File: src/rtl/uart_lsr_pkg.sv
package uart_lsr_pkg;

    typedef struct packed {
        logic       brk;
        logic       ferr;
        logic       perr;
        logic [7:0] data;
    } rx_entry_t;

    typedef enum logic [1:0] {
        OCC_EMPTY = 2'd0,
        OCC_PART  = 2'd1,
        OCC_FULL  = 2'd2
    } occ_state_t;

endpackage

File: src/rtl/rx_tag_fifo.sv
module rx_tag_fifo
    import uart_lsr_pkg::*;
#(
    parameter int DEPTH = 16
) (
    input  logic      clk,
    input  logic      rst_n,
    input  logic      single,
    input  logic      push,
    input  logic      pop,
    input  logic      clr_head,
    input  rx_entry_t wr_ent,
    output rx_entry_t head,
    output logic      empty,
    output logic      full,
    output logic      flags_left
);
    localparam int AW = (DEPTH > 1) ? $clog2(DEPTH) : 1;
    localparam int CW = $clog2(DEPTH + 1);

    rx_entry_t      mem [DEPTH];
    logic [AW-1:0]  wp, rp;
    logic [CW-1:0]  cnt, cnt_d, fcnt, fcnt_d, cap;
    occ_state_t     st_q, st_d;

    function automatic logic flagged(input rx_entry_t e);
        return e.brk | e.ferr | e.perr;
    endfunction

    function automatic logic [AW-1:0] nxt(input logic [AW-1:0] p);
        return (p == AW'(DEPTH - 1)) ? '0 : p + AW'(1);
    endfunction

    assign head       = mem[rp];
    assign cap        = single ? CW'(1) : CW'(DEPTH);
    assign flags_left = (fcnt_d != '0);

    always_comb begin
        cnt_d  = cnt + CW'(push) - CW'(pop);
        fcnt_d = fcnt + CW'(push && flagged(wr_ent))
                      - CW'((pop || clr_head) && flagged(head));
        if (cnt_d == '0)
            st_d = OCC_EMPTY;
        else if (cnt_d == cap)
            st_d = OCC_FULL;
        else
            st_d = OCC_PART;
    end

    // state register
    always_ff @(posedge clk or negedge rst_n) begin
        if (!rst_n)
            st_q <= OCC_EMPTY;
        else
            st_q <= st_d;
    end

    // state outputs
    always_comb begin
        empty = 1'b0;
        full  = 1'b0;
        unique case (st_q)
            OCC_EMPTY: empty = 1'b1;
            OCC_PART:  ;
            OCC_FULL:  full  = 1'b1;
            default:   ;
        endcase
    end

    always_ff @(posedge clk or negedge rst_n) begin
        if (!rst_n) begin
            wp   <= '0;
            rp   <= '0;
            cnt  <= '0;
            fcnt <= '0;
            for (int i = 0; i < DEPTH; i++)
                mem[i] <= '0;
        end else begin
            cnt  <= cnt_d;
            fcnt <= fcnt_d;
            if (clr_head) begin
                mem[rp].brk  <= 1'b0;
                mem[rp].ferr <= 1'b0;
                mem[rp].perr <= 1'b0;
            end
            if (push) begin
                mem[wp] <= wr_ent;
                wp      <= nxt(wp);
            end
            if (pop)
                rp <= nxt(rp);
        end
    end


    cap_bound_chk: assert property (@(posedge clk) disable iff (!rst_n)
        cnt <= cap);


    no_overflow_chk: assert property (@(posedge clk) disable iff (!rst_n)
        (push && full) |-> pop);

endmodule

File: src/rtl/tx_hold_track.sv
module tx_hold_track #(
    parameter int DEPTH = 16
) (
    input  logic clk,
    input  logic rst_n,
    input  logic single,
    input  logic load,
    input  logic move,
    input  logic shift_busy,
    output logic thr_empty,
    output logic tx_empty
);
    localparam int CW = $clog2(DEPTH + 1);

    logic [CW-1:0] cnt, cnt_mid, cap;
    logic          dec, inc;

    assign cap       = single ? CW'(1) : CW'(DEPTH);
    assign dec       = move && (cnt != '0);
    assign cnt_mid   = cnt - CW'(dec);
    assign inc       = load && (cnt_mid < cap);
    assign thr_empty = (cnt == '0);
    assign tx_empty  = thr_empty && !shift_busy;

    always_ff @(posedge clk or negedge rst_n) begin
        if (!rst_n)
            cnt <= '0;
        else
            cnt <= cnt_mid + CW'(inc);
    end


    load_clear_chk: assert property (@(posedge clk) disable iff (!rst_n)
        (load && !move) |=> !thr_empty);

endmodule

File: src/rtl/uart_lsr_tracker.sv
module uart_lsr_tracker
    import uart_lsr_pkg::*;
#(
    parameter int RX_DEPTH = 16,
    parameter int TX_DEPTH = 16
) (
    input  logic       clk,
    input  logic       rst_n,
    input  logic       fifo_mode,
    input  logic       rx_done,
    input  logic [7:0] rx_char,
    input  logic       rx_perr,
    input  logic       rx_ferr,
    input  logic       rx_brk,
    input  logic       host_rd_data,
    input  logic       host_rd_lsr,
    input  logic       host_wr_lsr,
    input  logic       tx_load,
    input  logic       tx_move,
    input  logic       tx_shift_busy,
    input  logic       lsi_en,
    output logic [7:0] lsr,
    output logic [7:0] rx_head,
    output logic       lsi_irq
);
    rx_entry_t wr_ent, head;
    logic      single, empty, full, flags_left;
    logic      host_pop, force_pop, overrun, push, pop, clr_head;
    logic      oe_q, sum_q, thr_empty, tx_empty;

    assign single    = !fifo_mode;
    assign wr_ent    = '{brk: rx_brk, ferr: rx_ferr, perr: rx_perr, data: rx_char};
    assign host_pop  = host_rd_data && !empty;
    assign overrun   = rx_done && full && !host_pop;
    assign force_pop = overrun && single;
    assign push      = rx_done && (!full || host_pop || single);
    assign pop       = host_pop || force_pop;
    assign clr_head  = host_rd_lsr && !empty && !pop;

    rx_tag_fifo #(.DEPTH(RX_DEPTH)) u_rxq (
        .clk        (clk),
        .rst_n      (rst_n),
        .single     (single),
        .push       (push),
        .pop        (pop),
        .clr_head   (clr_head),
        .wr_ent     (wr_ent),
        .head       (head),
        .empty      (empty),
        .full       (full),
        .flags_left (flags_left)
    );

    tx_hold_track #(.DEPTH(TX_DEPTH)) u_tx (
        .clk        (clk),
        .rst_n      (rst_n),
        .single     (single),
        .load       (tx_load),
        .move       (tx_move),
        .shift_busy (tx_shift_busy),
        .thr_empty  (thr_empty),
        .tx_empty   (tx_empty)
    );

    always_ff @(posedge clk or negedge rst_n) begin
        if (!rst_n) begin
            oe_q  <= 1'b0;
            sum_q <= 1'b0;
        end else begin
            oe_q  <= overrun || (oe_q && !host_rd_lsr);
            sum_q <= fifo_mode && (flags_left || (sum_q && !host_rd_lsr));
        end
    end

    always_comb begin
        lsr[0] = !empty;
        lsr[1] = oe_q;
        lsr[2] = !empty && head.perr;
        lsr[3] = !empty && head.ferr;
        lsr[4] = !empty && head.brk;
        lsr[5] = thr_empty;
        lsr[6] = tx_empty;
        lsr[7] = sum_q;
    end

    assign rx_head = empty ? 8'h00 : head.data;
    assign lsi_irq = lsi_en && (lsr[4:1] != 4'b0);


    dr_set_chk: assert property (@(posedge clk) disable iff (!rst_n)
        (rx_done && !full) |=> lsr[0]);


    ovr_set_chk: assert property (@(posedge clk) disable iff (!rst_n)
        (rx_done && lsr[0] && full && !host_rd_data) |=> lsr[1]);


    lsr_clear_chk: assert property (@(posedge clk) disable iff (!rst_n)
        (host_rd_lsr && !rx_done && !host_rd_data) |=> (lsr[4:1] == 4'b0));


    sum_hold_chk: assert property (@(posedge clk) disable iff (!rst_n)
        (lsr[7] && !host_rd_lsr && fifo_mode) |=> (lsr[7] || !fifo_mode));


    temt_chk: assert property (@(posedge clk) disable iff (!rst_n)
        tx_shift_busy |-> !lsr[6]);


    irq_gate_chk: assert property (@(posedge clk) disable iff (!rst_n)
        lsi_irq |-> lsi_en);


    wr_ignore_chk: assert property (@(posedge clk) disable iff (!rst_n)
        (host_wr_lsr && !host_rd_lsr && !rx_done && !host_rd_data && !tx_load && !tx_move)
        |=> $stable(lsr[5:0]));

endmodule

File: config.mk
export PLATFORM = sky130hd
export DESIGN_NAME = uart_lsr_tracker
export DESIGN_NICKNAME = d
export VERILOG_FILES = /design/src/rtl/uart_lsr_pkg.sv /design/src/rtl/rx_tag_fifo.sv /design/src/rtl/tx_hold_track.sv /design/src/rtl/uart_lsr_tracker.sv
export SDC_FILE = /design/constraint.sdc
export NUM_CORES = 1
export LEC_CHECK = 0
export ABC_AREA = 1
export BUFFER_PORTS_ARGS = -buffer_cell sky130_fd_sc_hd__buf_2
export CAP_MARGIN = 20
export CELL_PAD_IN_SITES_DETAIL_PLACEMENT = 0
export CELL_PAD_IN_SITES_GLOBAL_PLACEMENT = 1
export CORE_ASPECT_RATIO = 1.75
export CORE_UTILIZATION = 49
export CTS_BUF_LIST = sky130_fd_sc_hd__clkbuf_4 sky130_fd_sc_hd__clkbuf_8
export DETAILED_ROUTE_END_ITERATION = 6
export GPL_ROUTABILITY_DRIVEN = 0
export PLACE_DENSITY = 0.91
export SLEW_MARGIN = 20
export SYNTH_ARGS = -nofsm -noshare
export SYNTH_HDL_FRONTEND = slang
export SYNTH_HIERARCHICAL = 1
export SYNTH_SLANG_ARGS = --single-unit
File: constraint.sdc
create_clock -name clk -period 3.35 [get_ports clk]
set_clock_uncertainty 0.2 [all_clocks]
set_input_delay 0.5025 -clock clk [delete_from_list [all_inputs] [get_ports clk]]
set_output_delay 0.5025 -clock clk [all_outputs]
set_load 0.02 [all_outputs]
## Yosys cells after proc, flatten, opt, wreduce, memory -nomap -nowiden

Index checks and enable logic that the tools add are counted.

- Register bits after elaboration: 203
- Bits of input ports: 22
- Output and inout bits: 17
- Word-level logic and storage cells: 160

- $add $sub $neg: 8
- Magnitude comparators: 5
- Equality and inequality tests: 4
- Muxes and demuxes: 25
- Bitwise logic cells: 6
- Reductions and logical operators: 40

Operator list:

| cell | count |
|---|---|
| $bwmux W176 | 4 |
| $mux W176 | 2 |
| $demux W11 S4 | 4 |
| $bmux W11 S4 | 1 |
| $mux W11 | 4 |
| $logic_and A1 B1 Y1 | 21 |
| $add A5 B1 Y5 | 3 |
| $sub A5 B1 Y5 | 3 |
| $ge A5 B5 Y1 const B | 2 |
| $logic_not A5 Y1 | 2 |
| $lt A5 B1 Y1 const B | 2 |
| $mux W10 | 1 |
| $not A4 Y5 | 2 |
| $reduce_bool A5 Y1 | 2 |
| $mux W9 | 1 |
| $add A4 B1 Y4 const B | 2 |
| $eq A4 B4 Y1 const B | 2 |
| $mux W4 | 2 |
| $mux W8 | 1 |
| $logic_not A1 Y1 | 7 |
| $logic_or A1 B1 Y1 | 6 |
| $eq A5 B5 Y1 | 1 |
| $lt A5 B5 Y1 | 1 |
| $mux W5 | 1 |
| 6 further kinds | 11 |

## Depth between registers and ports, before layout

Gate-level depths: netlist of the first run.

- Depth in word-level cells: 16
- Depth in mapped cells: 22
- Gate-level depth less buffers: 21

## Modules after synthesis

The synthesis of the first run kept the hierarchy.

By module, submodules not included:

| module | instances | cells each | area each (um2) | sequential area each (um2) |
|---|---|---|---|---|
| rx_tag_fifo | 1 | 1145 | 9426.5 | 4904.7 |
| tx_hold_track | 1 | 51 | 371.6 | 125.1 |
| uart_lsr_tracker | 1 | 49 | 279.0 | 50.0 |

## Worst setup path after synthesis of the first run

OpenSTA, ideal clock, no wires.

- Kind: input to register
- Start: in fifo_mode
- End: reg sum_q
- Library setup time: 124 ps
- Data arrival time: 2805 ps
- Required time: 3026 ps
- Path slack: 221 ps
- Cell stages on the path: 16
- Buffers on the path: 0
- Path through: inv_1 nand3_1 nand2_2 nor2_2 or2_2 nand2_1 inv_1 ha_1 inv_1 ha_1 fa_1 xor2_1 nor4_1 nand2_1 a21oi_1 nor2_1

- Longest elaborated chain between the ends: 11
- Elaborated cells between the ends (all ways): 15
- Classes of those cells: add/sub: 2; reduce/logical: 13

Ends and longest elaborated chain:

| item | RTL line | text |
|---|---|---|
| start: declaration | uart_lsr_tracker.sv:9 | `input logic fifo_mode,` |
| $logic_not A1 Y1 | uart_lsr_tracker.sv:31 | `assign single = !fifo_mode;` |
| $logic_and A1 B1 Y1 | uart_lsr_tracker.sv:35 | `assign force_pop = overrun && single;` |
| $logic_or A1 B1 Y1 | uart_lsr_tracker.sv:37 | `assign pop = host_pop \|\| force_pop;` |
| named net pop | uart_lsr_tracker.sv:28 | `logic host_pop, force_pop, overrun, push, pop, clr_head;` |
| $logic_not A1 Y1 | uart_lsr_tracker.sv:38 | `assign clr_head = host_rd_lsr && !empty && !pop;` |
| $logic_and A1 B1 Y1 | uart_lsr_tracker.sv:38 |  |
| named net clr_head | uart_lsr_tracker.sv:28 |  |
| $logic_or A1 B1 Y1 | rx_tag_fifo.sv:41 | `- CW'((pop \|\| clr_head) && flagged(head));` |
| $logic_and A1 B1 Y1 | rx_tag_fifo.sv:41 |  |
| $sub A5 B1 Y5 | rx_tag_fifo.sv:41 |  |
| named net u_rxq.fcnt_d[2] | rx_tag_fifo.sv:23 | `logic [CW-1:0] cnt, cnt_d, fcnt, fcnt_d, cap;` |
| $reduce_bool A5 Y1 | rx_tag_fifo.sv:36 | `assign flags_left = (fcnt_d != '0);` |
| named net flags_left | uart_lsr_tracker.sv:27 | `logic single, empty, full, flags_left;` |
| $logic_or A1 B1 Y1 | uart_lsr_tracker.sv:71 | `sum_q <= fifo_mode && (flags_left \|\| (sum_q && !host_rd_lsr));` |
| $logic_and A1 B1 Y1 | uart_lsr_tracker.sv:71 |  |
| end signal: assignment | uart_lsr_tracker.sv:71 |  |
| end: declaration | uart_lsr_tracker.sv:29 | `logic oe_q, sum_q, thr_empty, tx_empty;` |

The timed path passes the listed nets, and every way through them passes these cells.
A chain may end at the register's enable or synchronous reset.

## Worst setup path in the final report of the first run

- Start: reg u_rxq.rp[0]
- End: reg sum_q

- Longest elaborated chain between the ends: 11

Ends and longest elaborated chain:

| item | RTL line | text |
|---|---|---|
| start: declaration | rx_tag_fifo.sv:22 | `logic [AW-1:0] wp, rp;` |
| start signal: assignment | rx_tag_fifo.sv:91 | `rp <= nxt(rp);` |
| $not A4 Y5 (implied by the code) (*) | rx_tag_fifo.sv:34 | `assign head = mem[rp];` |
| $bmux W11 S4 (*) | rx_tag_fifo.sv:34 |  |
| $mux W11 (implied by the code) (*) (2 in series) | rx_tag_fifo.sv:34 |  |
| $or A1 B1 Y1 | rx_tag_fifo.sv:27 | `return e.brk \| e.ferr \| e.perr;` |
| $or A1 B1 Y1 (*) | rx_tag_fifo.sv:27 |  |
| $logic_and A1 B1 Y1 (*) | rx_tag_fifo.sv:41 |  |
| $sub A5 B1 Y5 (*) | rx_tag_fifo.sv:41 |  |
| named net u_rxq.fcnt_d[2] | rx_tag_fifo.sv:23 |  |
| $reduce_bool A5 Y1 (*) | rx_tag_fifo.sv:36 |  |
| named net flags_left | uart_lsr_tracker.sv:27 |  |
| $logic_or A1 B1 Y1 (*) | uart_lsr_tracker.sv:71 |  |
| $logic_and A1 B1 Y1 (*) | uart_lsr_tracker.sv:71 |  |

The timed path passes the listed nets; every way through them passes the cells marked *. The select of a mux whose other input is x is not followed.

==> metrics.cfg, run 1 <==
[floorplanning]
die-area_um2=21200
start_util=0.499
die_w_um=110
core_um2=20200
ioPinCount=39
core.rowCount=69
fp.dieH_um=192

[final_layout]
layout.nets=1344
area_delta_synth_final_pct=13.0
drive_gt1_frac=0.141
stdcell_count=1567
n_fill_cell=1927

[sta]
final-setup-viol-count=0
max_freq_ghz=0.299
slew_headroom=0.459
fin_crit_ns=3.35
final_hold_viol_count=0
whs_ns=0.127
rsz0062_at_grt=true
slew_violations=0
tightestPinTransition_ns=0.811
min_period_over_period=1.00

[clock_network]
clk_latency_ns=0.59
htreeDepth=1
cts_tree=done
clock-sinks=203
cts_root_buffer=clkbuf_8
cts_made_buffers=30
clk_pin_slew_worst_paths_ns=0.06
cts_buffer_depth=3

[drt]
wirelength_um=26300
vias=8552
wire_per_inst_um=16.8
first_iter_violations=500
first_pass_iters=7
postRouteAntennaNets=0
drc=2
viasPerCell=5.46

[worst_setup_path]
path_buf_inv=4
startpoint_type=register
worstPathMaxFanout=7
r2r_slack_ns=0.0001
slowest_delay_ns=0.48
required_ns=3.61
cp-end-kind=register
critPathTopFamily=simple AND/OR/NAND/NOR gates
critPathSlowestCell=dfrtp_2
crit_chain=buf_4 -> clkbuf_16 -> nand2_1 -> nand2_1 -> nand2_1 -> nand2_1 -> nand2_1 -> nand2_2 -> nor2_2 -> nand3_1 -> nand2_1 -> inv_1 -> ha_1 -> inv_1 -> ha_2 -> fa_2 -> xor2_1 -> nor4_1 -> nand2_1 -> a21oi_2 -> nor2_1
crit_top_cell=nand2_1
arrival_ns=3.61
worstSetupPathType=reg2reg

[synthesis]
synth-main-ff-cell=dfrtp_1
synth_largest_area_cell=dfrtp_1
yosysWarnings=6
synth.avg_cell_area_um2=8.09
yosysUniqueCellTypes=32
yosysSeqAreaShare=0.504
synth_area_um2=10100
synth_area_leaders=dfrtp_1 50%, o21ai_0 11%, nand2_1 11%, inv_1 4.0%, nand3_1 4.0%
synthTopCellsByCount=300 x nand2_1, 229 x o21ai_0, 203 x dfrtp_1
async_flop_share=1.00
ys_ff_latch=203
yosysMostFrequentCell=nand2_1
synth_edf_count=0
syn-num-nets=1292
synthCells=1245
synthDominantCellAreaShare=0.504

[global_routing]
grt_pass1_vias=8132
antenna_found_initial=1
grt_max_degree=69
gr-usage-all-layers=0.253
grt_pass1_wl_um=42300
overflow=0

[outcome]
violations=DRC
status=finished with violations

[power]
p_per_area_nw_per_um2=1030
cellLeakagePower_nw=5.66
peakVddDrop_mv=0.525

[place]
dp_hpwl_um=17200
port_buffers=37
dp_cells=1500

[run]
maxCapViolations=0

[hold_path]
holdCritPathClass=in2reg

[worst reg2reg max path, cell delays in order, from the launching register on]
cell and delay, ns:
dfrtp_2 0.48, buf_4 0.17, clkbuf_16 0.15, nand2_1 0.05, nand2_1 0.05, nand2_1 0.05, nand2_1 0.05, nand2_1 0.07
nand2_2 0.08, nor2_2 0.11, nand3_1 0.08, nand2_1 0.06, inv_1 0.04, ha_1 0.26, inv_1 0.04, ha_2 0.19
fa_2 0.40, xor2_1 0.18, nor4_1 0.28, nand2_1 0.11, a21oi_2 0.11, nor2_1 0.05
[cell usage in the layout, fill, tap and decap left out, types with 3 or more instances in the layout]
| cell | synthesis | layout |
|---|---|---|
| nand3_1 | 81 | 81 |
| buf_6 | 10 | 3 |
| inv_2 | 3 | 3 |
| xor2_1 | 8 | 8 |
| buf_12 | 0 | 4 |
| inv_1 | 108 | 108 |
| a21oi_1 | 7 | 6 |
| o22ai_1 | 36 | 36 |
| nand2_1 | 300 | 297 |
| xnor2_1 | 6 | 6 |
| nor3_1 | 3 | 3 |
| nand4_1 | 21 | 21 |
| buf_4 | 10 | 54 |
| ha_1 | 23 | 22 |
| clkbuf_8 | 0 | 34 |
| buf_2 | 18 | 36 |
| nor2_1 | 93 | 90 |
| nand2_2 | 6 | 9 |
| o21ai_0 | 229 | 228 |
| nor2_2 | 4 | 7 |
| o21ai_1 | 16 | 16 |
| clkinv_2 | 0 | 6 |
| dfrtp_1 | 203 | 202 |
| clkbuf_4 | 0 | 12 |
| dlygate4sd3_1 | 0 | 3 |
[per-layer routing]
| layer | track usage | routed length [um] | up-vias |
|---|---|---|---|
| met5 | 0 | 0 | - |
| met4 | 0.134 | 1180 | 0 |
| met3 | 0.0287 | 1270 | 58 |
| met2 | 0.443 | 13400 | 226 |
| met1 | 0.307 | 10500 | 4096 |
| li1 | - | - | 4172 |
[report_power, final]
| group | leakage (nW) | internal [mW] | switching [mW] |
|---|---|---|---|
| clock network | 0.335 | 1.11 | 0.950 |
| logic | 2.77 | 2.11 | 3.31 |
| registers | 2.56 | 3.60 | 0.655 |
| total | 5.66 | 6.82 | 4.91 |
[cell families after synthesis]
| logic type | synth area share |
|---|---|
| AO/OA/AOI/OAI | 0.150 |
| buffers and inverters | 0.0906 |
| AND/OR/NAND/NOR | 0.211 |
| flip-flops | 0.504 |
| XOR/XNOR | 0.0122 |
| adder cells (fa/ha/maj) | 0.0325 |
[registers in the layout (all words and copies together), names as in the netlist]
signal      count
u_rxq/st_q      2
u_rxq/rp        4
u_rxq/wp        4
u_rxq/cnt       5
oe_q            1
u_tx/cnt        5
u_rxq/mem     176
u_rxq/fcnt      5
sum_q           1
[per-stage QoR]
step           area (um2)   util  setup slack [ns]  setup TNS [ns]  power, mW
3_3_place_gp        10600  0.523            0.0548               0       9.30
2_1_floorplan       10100      -             0.221               0       7.98
6_report            11400  0.564          0.000105               0       11.7
5_1_grt             11400  0.564            -0.221          -0.263       12.8
4_1_cts             11200  0.555            0.0466               0       11.6
3_5_place_dp        10600  0.523            0.0545               0       9.44
[worst paths after layout]
| path | endpoint | start | cells after the start |
|---|---|---|---|
| hold reg to reg | u_rxq/mem[12] | u_rxq/mem[12] | 2 |
| setup / recovery | sum_q | u_rxq/rp[0] | 21 |
| min in group asynchronous | u_rxq/fcnt[3] | rst_n | 2 |
| setup reg to reg | sum_q | u_rxq/rp[0] | 21 |
| max in group asynchronous | u_rxq/rp[0] | rst_n | 3 |
| hold / removal | u_tx/cnt[0] | tx_load | 4 |
[repair_timing]
item                                    in CTS  in global routing
endpoints found under the hold margin       66                  0
gates resized for setup                      0                 26
hold buffers                                 3                  0
setup buffers                                0                  8
endpoints found under the setup margin       0                  4
[final cells by class]
cell class / instances / area (um2) / share of cell area
Antenna cell: 1 / 2.50 / 0.000220
Sequential cell: 203 / 5080 / 0.446
Inverter: 114 / 450 / 0.0395
Clock buffer: 45 / 544 / 0.0478
Timing Repair Buffer: 104 / 798 / 0.0701
Clock inverter: 8 / 68.8 / 0.00604
Multi-Input combinational cell: 843 / 4120 / 0.362
Tap cell: 248 / 310 / 0.0272
Timing Repair inverter: 1 / 16.3 / 0.00143
Note: power is estimated with default switching activity, not from simulation.
==> run 2, diff against run 1 <==
Settings changed: ABC_AREA 1 to not set, BUFFER_PORTS_ARGS -buffer_cell sky130_fd_sc_hd__buf_2 to not set, CORE_UTILIZATION 49 to 53, DONT_BUFFER_PORTS set to 1, PLACE_DENSITY 0.91 to 0.9.
==> run 2 against run 1 <==
Against the previous run:
- the flow finishes with violations (hold timing, setup timing)
- synthesized area decreased by 2.7%
- clock power increased by 5%
- sequential cell count unchanged
- register-to-register slack got worse by 0.45 ns
- first-iteration DRC count increased by 3.2%
- sequential share of layout area decreased by 1.1 points
- final cell count decreased by 21%
- non-clock buffer count increased by 2
- routed wire length increased by 0.32%
- fmax decreased by 12%
- worst setup slack got worse by 0.45 ns
- largest cell class unchanged
==> metrics.cfg, run 2 <==
[outcome]
status=finished with violations
violations=hold timing, setup timing

[worst_setup_path]
r2r_slack_ns=-0.45  ; -0.45 ns
worstSetupPathType=reg2reg
required_ns=3.61  ; about the same
cp-end-kind=register
timing.rr.start=u_rxq/rp[0]
r2r-end=sum_q
arrival_ns=4.06  ; +0.45 ns
ff2ff_path_depth=14  ; -33%
crit_start=u_rxq/rp[0]
worstPathMaxFanout=6  ; -1
startpoint_type=register

[clock_network]
htreeDepth=1  ; unchanged
cts_buffer_depth=3  ; unchanged
clk_latency_ns=0.57  ; -0.02 ns
cts_root_buffer=clkbuf_8
cts_made_buffers=29  ; -3.3%
clock-sinks=203  ; unchanged
cts_tree=done
hold_buffers=15  ; +12
clk_pin_slew_worst_paths_ns=0.07  ; about the same

[drt]
viasPerCell=5.89  ; +8.0%
first_pass_iters=5  ; -2
postRouteAntennaNets=0  ; unchanged
wire_per_inst_um=21.5  ; +28%
drc=0  ; -2
wirelength_um=26400  ; +0.32%
first_iter_violations=516  ; +3.2%
vias=7253  ; -15%

[synthesis]
yosysUniqueCellTypes=48  ; +50%
syn-num-nets=940  ; -27%
synthTopCellsByCount=306 x nand2_1, 203 x dfrtp_1, 52 x mux4_2
synth_area_leaders=dfrtp_1 52%, mux4_2 12%, nand2_1 12%, a22o_1 4.3%, mux2_2 3.7%
synth_edf_count=0  ; unchanged
synthDominantCellAreaShare=0.518  ; +0.0140
yosysWarnings=6  ; unchanged
yosysMostFrequentCell=nand2_1
yosysSeqAreaShare=0.518  ; +0.0140
synth.avg_cell_area_um2=11.0  ; +36%
async_flop_share=1.00  ; unchanged
synth_largest_area_cell=dfrtp_1
synth_area_um2=9810  ; -2.7%
synth-main-ff-cell=dfrtp_1
ys_ff_latch=203  ; unchanged
synthCells=893  ; -28%

[hold_path]
holdCritPathClass=in2async

[run]
maxCapViolations=0  ; unchanged

[place]
port_buffers=0  ; -100%
dp_cells=1144  ; -24%
pre_cts_ws_ns=-0.437  ; -0.491 ns
dp_hpwl_um=16700  ; -2.9%

[final_layout]
layout.nets=1021  ; -24%
area_delta_synth_final_pct=19.1
multi_input_area_um2=4570  ; +11%
drive_gt1_frac=0.271  ; +0.130
final_core_util=0.647  ; +0.0828
stdcell_count=1231  ; -21%
largest_register_ffs=176  ; unchanged
final_common_cell=nand2_1
final_cell_mix=305 x nand2_1, 201 x dfrtp_1, 78 x buf_4
regArea_um2=5080  ; about the same
largest_register=u_rxq/mem
n_fill_cell=1383  ; -28%

[global_routing]
antenna_found_initial=2  ; +1
overflow=0  ; unchanged
gr-usage-all-layers=0.278  ; +0.0250
grt_max_degree=204  ; +200%
grt_pass1_wl_um=40600  ; -3.9%
grt_pass1_vias=7547  ; -7.2%

[sta]
slew_violations=0  ; unchanged
fin_ws_ns=-0.452  ; -0.452 ns
tightestPinTransition_ns=0.801  ; -0.0101 ns
whs_ns=-0.570  ; -0.696 ns
max_freq_ghz=0.263  ; -12%
rsz0062_at_grt=true
min_period_over_period=1.13  ; +0.135
final-setup-viol-count=13  ; +13
final_hold_viol_count=203  ; +203
slew_headroom=0.464  ; +0.00560
fin_crit_ns=3.80  ; +0.452 ns

[power]
switching_share=0.354  ; -0.0642
pwr-share-clk=0.179  ; +0.003
cellLeakagePower_nw=5.65  ; -0.23%
pwr-share-seq=0.354  ; -0.009
peakVddDrop_mv=0.633  ; +20%
p_per_area_nw_per_um2=1030  ; +0.32%
internal-power_mw=7.79  ; +14%
power_switching_mw=4.27  ; -13%
combPwrFrac=0.467  ; +0.006
finalPower_mw=12.1  ; +2.8%

[floorplanning]
die-area_um2=19100  ; -9.9%
start_util=0.543  ; +0.0443
die_w_um=105  ; -5.1%
fp.dieH_um=182  ; -5.1%
ioPinCount=39  ; unchanged
core.rowCount=65  ; -5.8%
core_um2=18100  ; -11%

run 2: cell types whose count changed in the layout (fill, tap and decap cells not counted), moves of 12 or more:
cell           previous run  this run
o21ai_0                 228         7
inv_1                   108        26
nand3_1                  81         9
nor2_1                   90        19
mux4_2                    0        52
a22o_1                    0        48
buf_2                    36         0
o22ai_1                  36         0
mux2_2                    0        32
buf_4                    54        78
a31oi_1                   1        17
nand4_1                  21         5
o21ai_1                  16         0
dlygate4sd3_1             3        15
run 2: layer usage:
metal  vias up  global-route usage  wire (um)
li1       3236                   -          -
met1      3675               0.328       9510
met2       267               0.495      14200
met3        75              0.0380       1470
met4         0               0.141       1220
met5         -                   0          0
run 2: power by group through the flow:
| stage | Combinational (mW) | Sequential, mW | Clock, mW |
|---|---|---|---|
| final | 5.64 | 4.27 | 2.16 |
| after global routing | 6.09 | 4.39 | 2.30 |
| after CTS | 5.25 | 4.25 | 2.18 |
| after detailed placement | 4.80 | 4.28 | 0 |
| after global placement | 4.66 | 4.24 | 0 |
| after floorplan | 3.61 | 4.01 | 0 |
run 2: worst max-delay path by stage:
stage	endpoint	slack (ns)
3_5_place_dp	sum_q	-0.44
5_1_grt	sum_q	-0.56
3_3_place_gp	sum_q	-0.36
6_report	sum_q	-0.45
2_1_floorplan	sum_q	-0.21
4_1_cts	sum_q	-0.29
run 2: timing repair:
action                                  in CTS  in global routing
gates cloned                                 0                  6
endpoints found under the setup margin      12                 16
pin swaps                                   16                 13
hold endpoints to repair                   381                203
buffers inserted                             6                  8
gates resized for setup                     37                 16
run 2: metrics by stage:
stage / setup TNS, ns / instance area (um2)
after detailed placement: -0.804 / 10400
after global placement: -0.545 / 10400
after CTS: -1.23 / 11400
after global routing: -2.82 / 11700
final: -1.92 / 11700
after floorplan: -0.212 / 9820
run 2: critical path, stage by stage (launching register included):
cell and delay, ns:
dfrtp_2 0.49, buf_4 0.15, mux4_2 0.50, a22oi_2 0.23, nand2_1 0.11, o32a_1 0.39
ha_1 0.29, inv_1 0.04, ha_2 0.19, fa_2 0.34, buf_4 0.14, xor2_1 0.17
nor3_1 0.19, nand2_1 0.09, o21a_1 0.19
run 2: final cells by class:
class | instances | share of cell area
flip-flops and latches | 203 | 0.435
multi-input cells | 608 | 0.391
repair buffers | 106 | 0.0838
clock buffers | 44 | 0.0476
well taps | 234 | 0.0251
inverters | 26 | 0.00836
clock inverters | 7 | 0.00772
diodes | 3 | 0.000643
run 2: cells by family (layout without fill, tap and decap cells):
| group | after synthesis | count (layout) | share of synthesized area |
|---|---|---|---|
| AOI/OAI and AO/OA | 100 | 100 | 0.0790 |
| xor gates and xnor gates | 16 | 16 | 0.0143 |
| adders and majority gates | 25 | 25 | 0.0334 |
| buffers and inverters | 82 | 183 | 0.0366 |
| DFF | 203 | 203 | 0.518 |
| muxes | 84 | 84 | 0.156 |
| other | 0 | 3 | 0 |
| and+or+nand+nor | 383 | 383 | 0.162 |
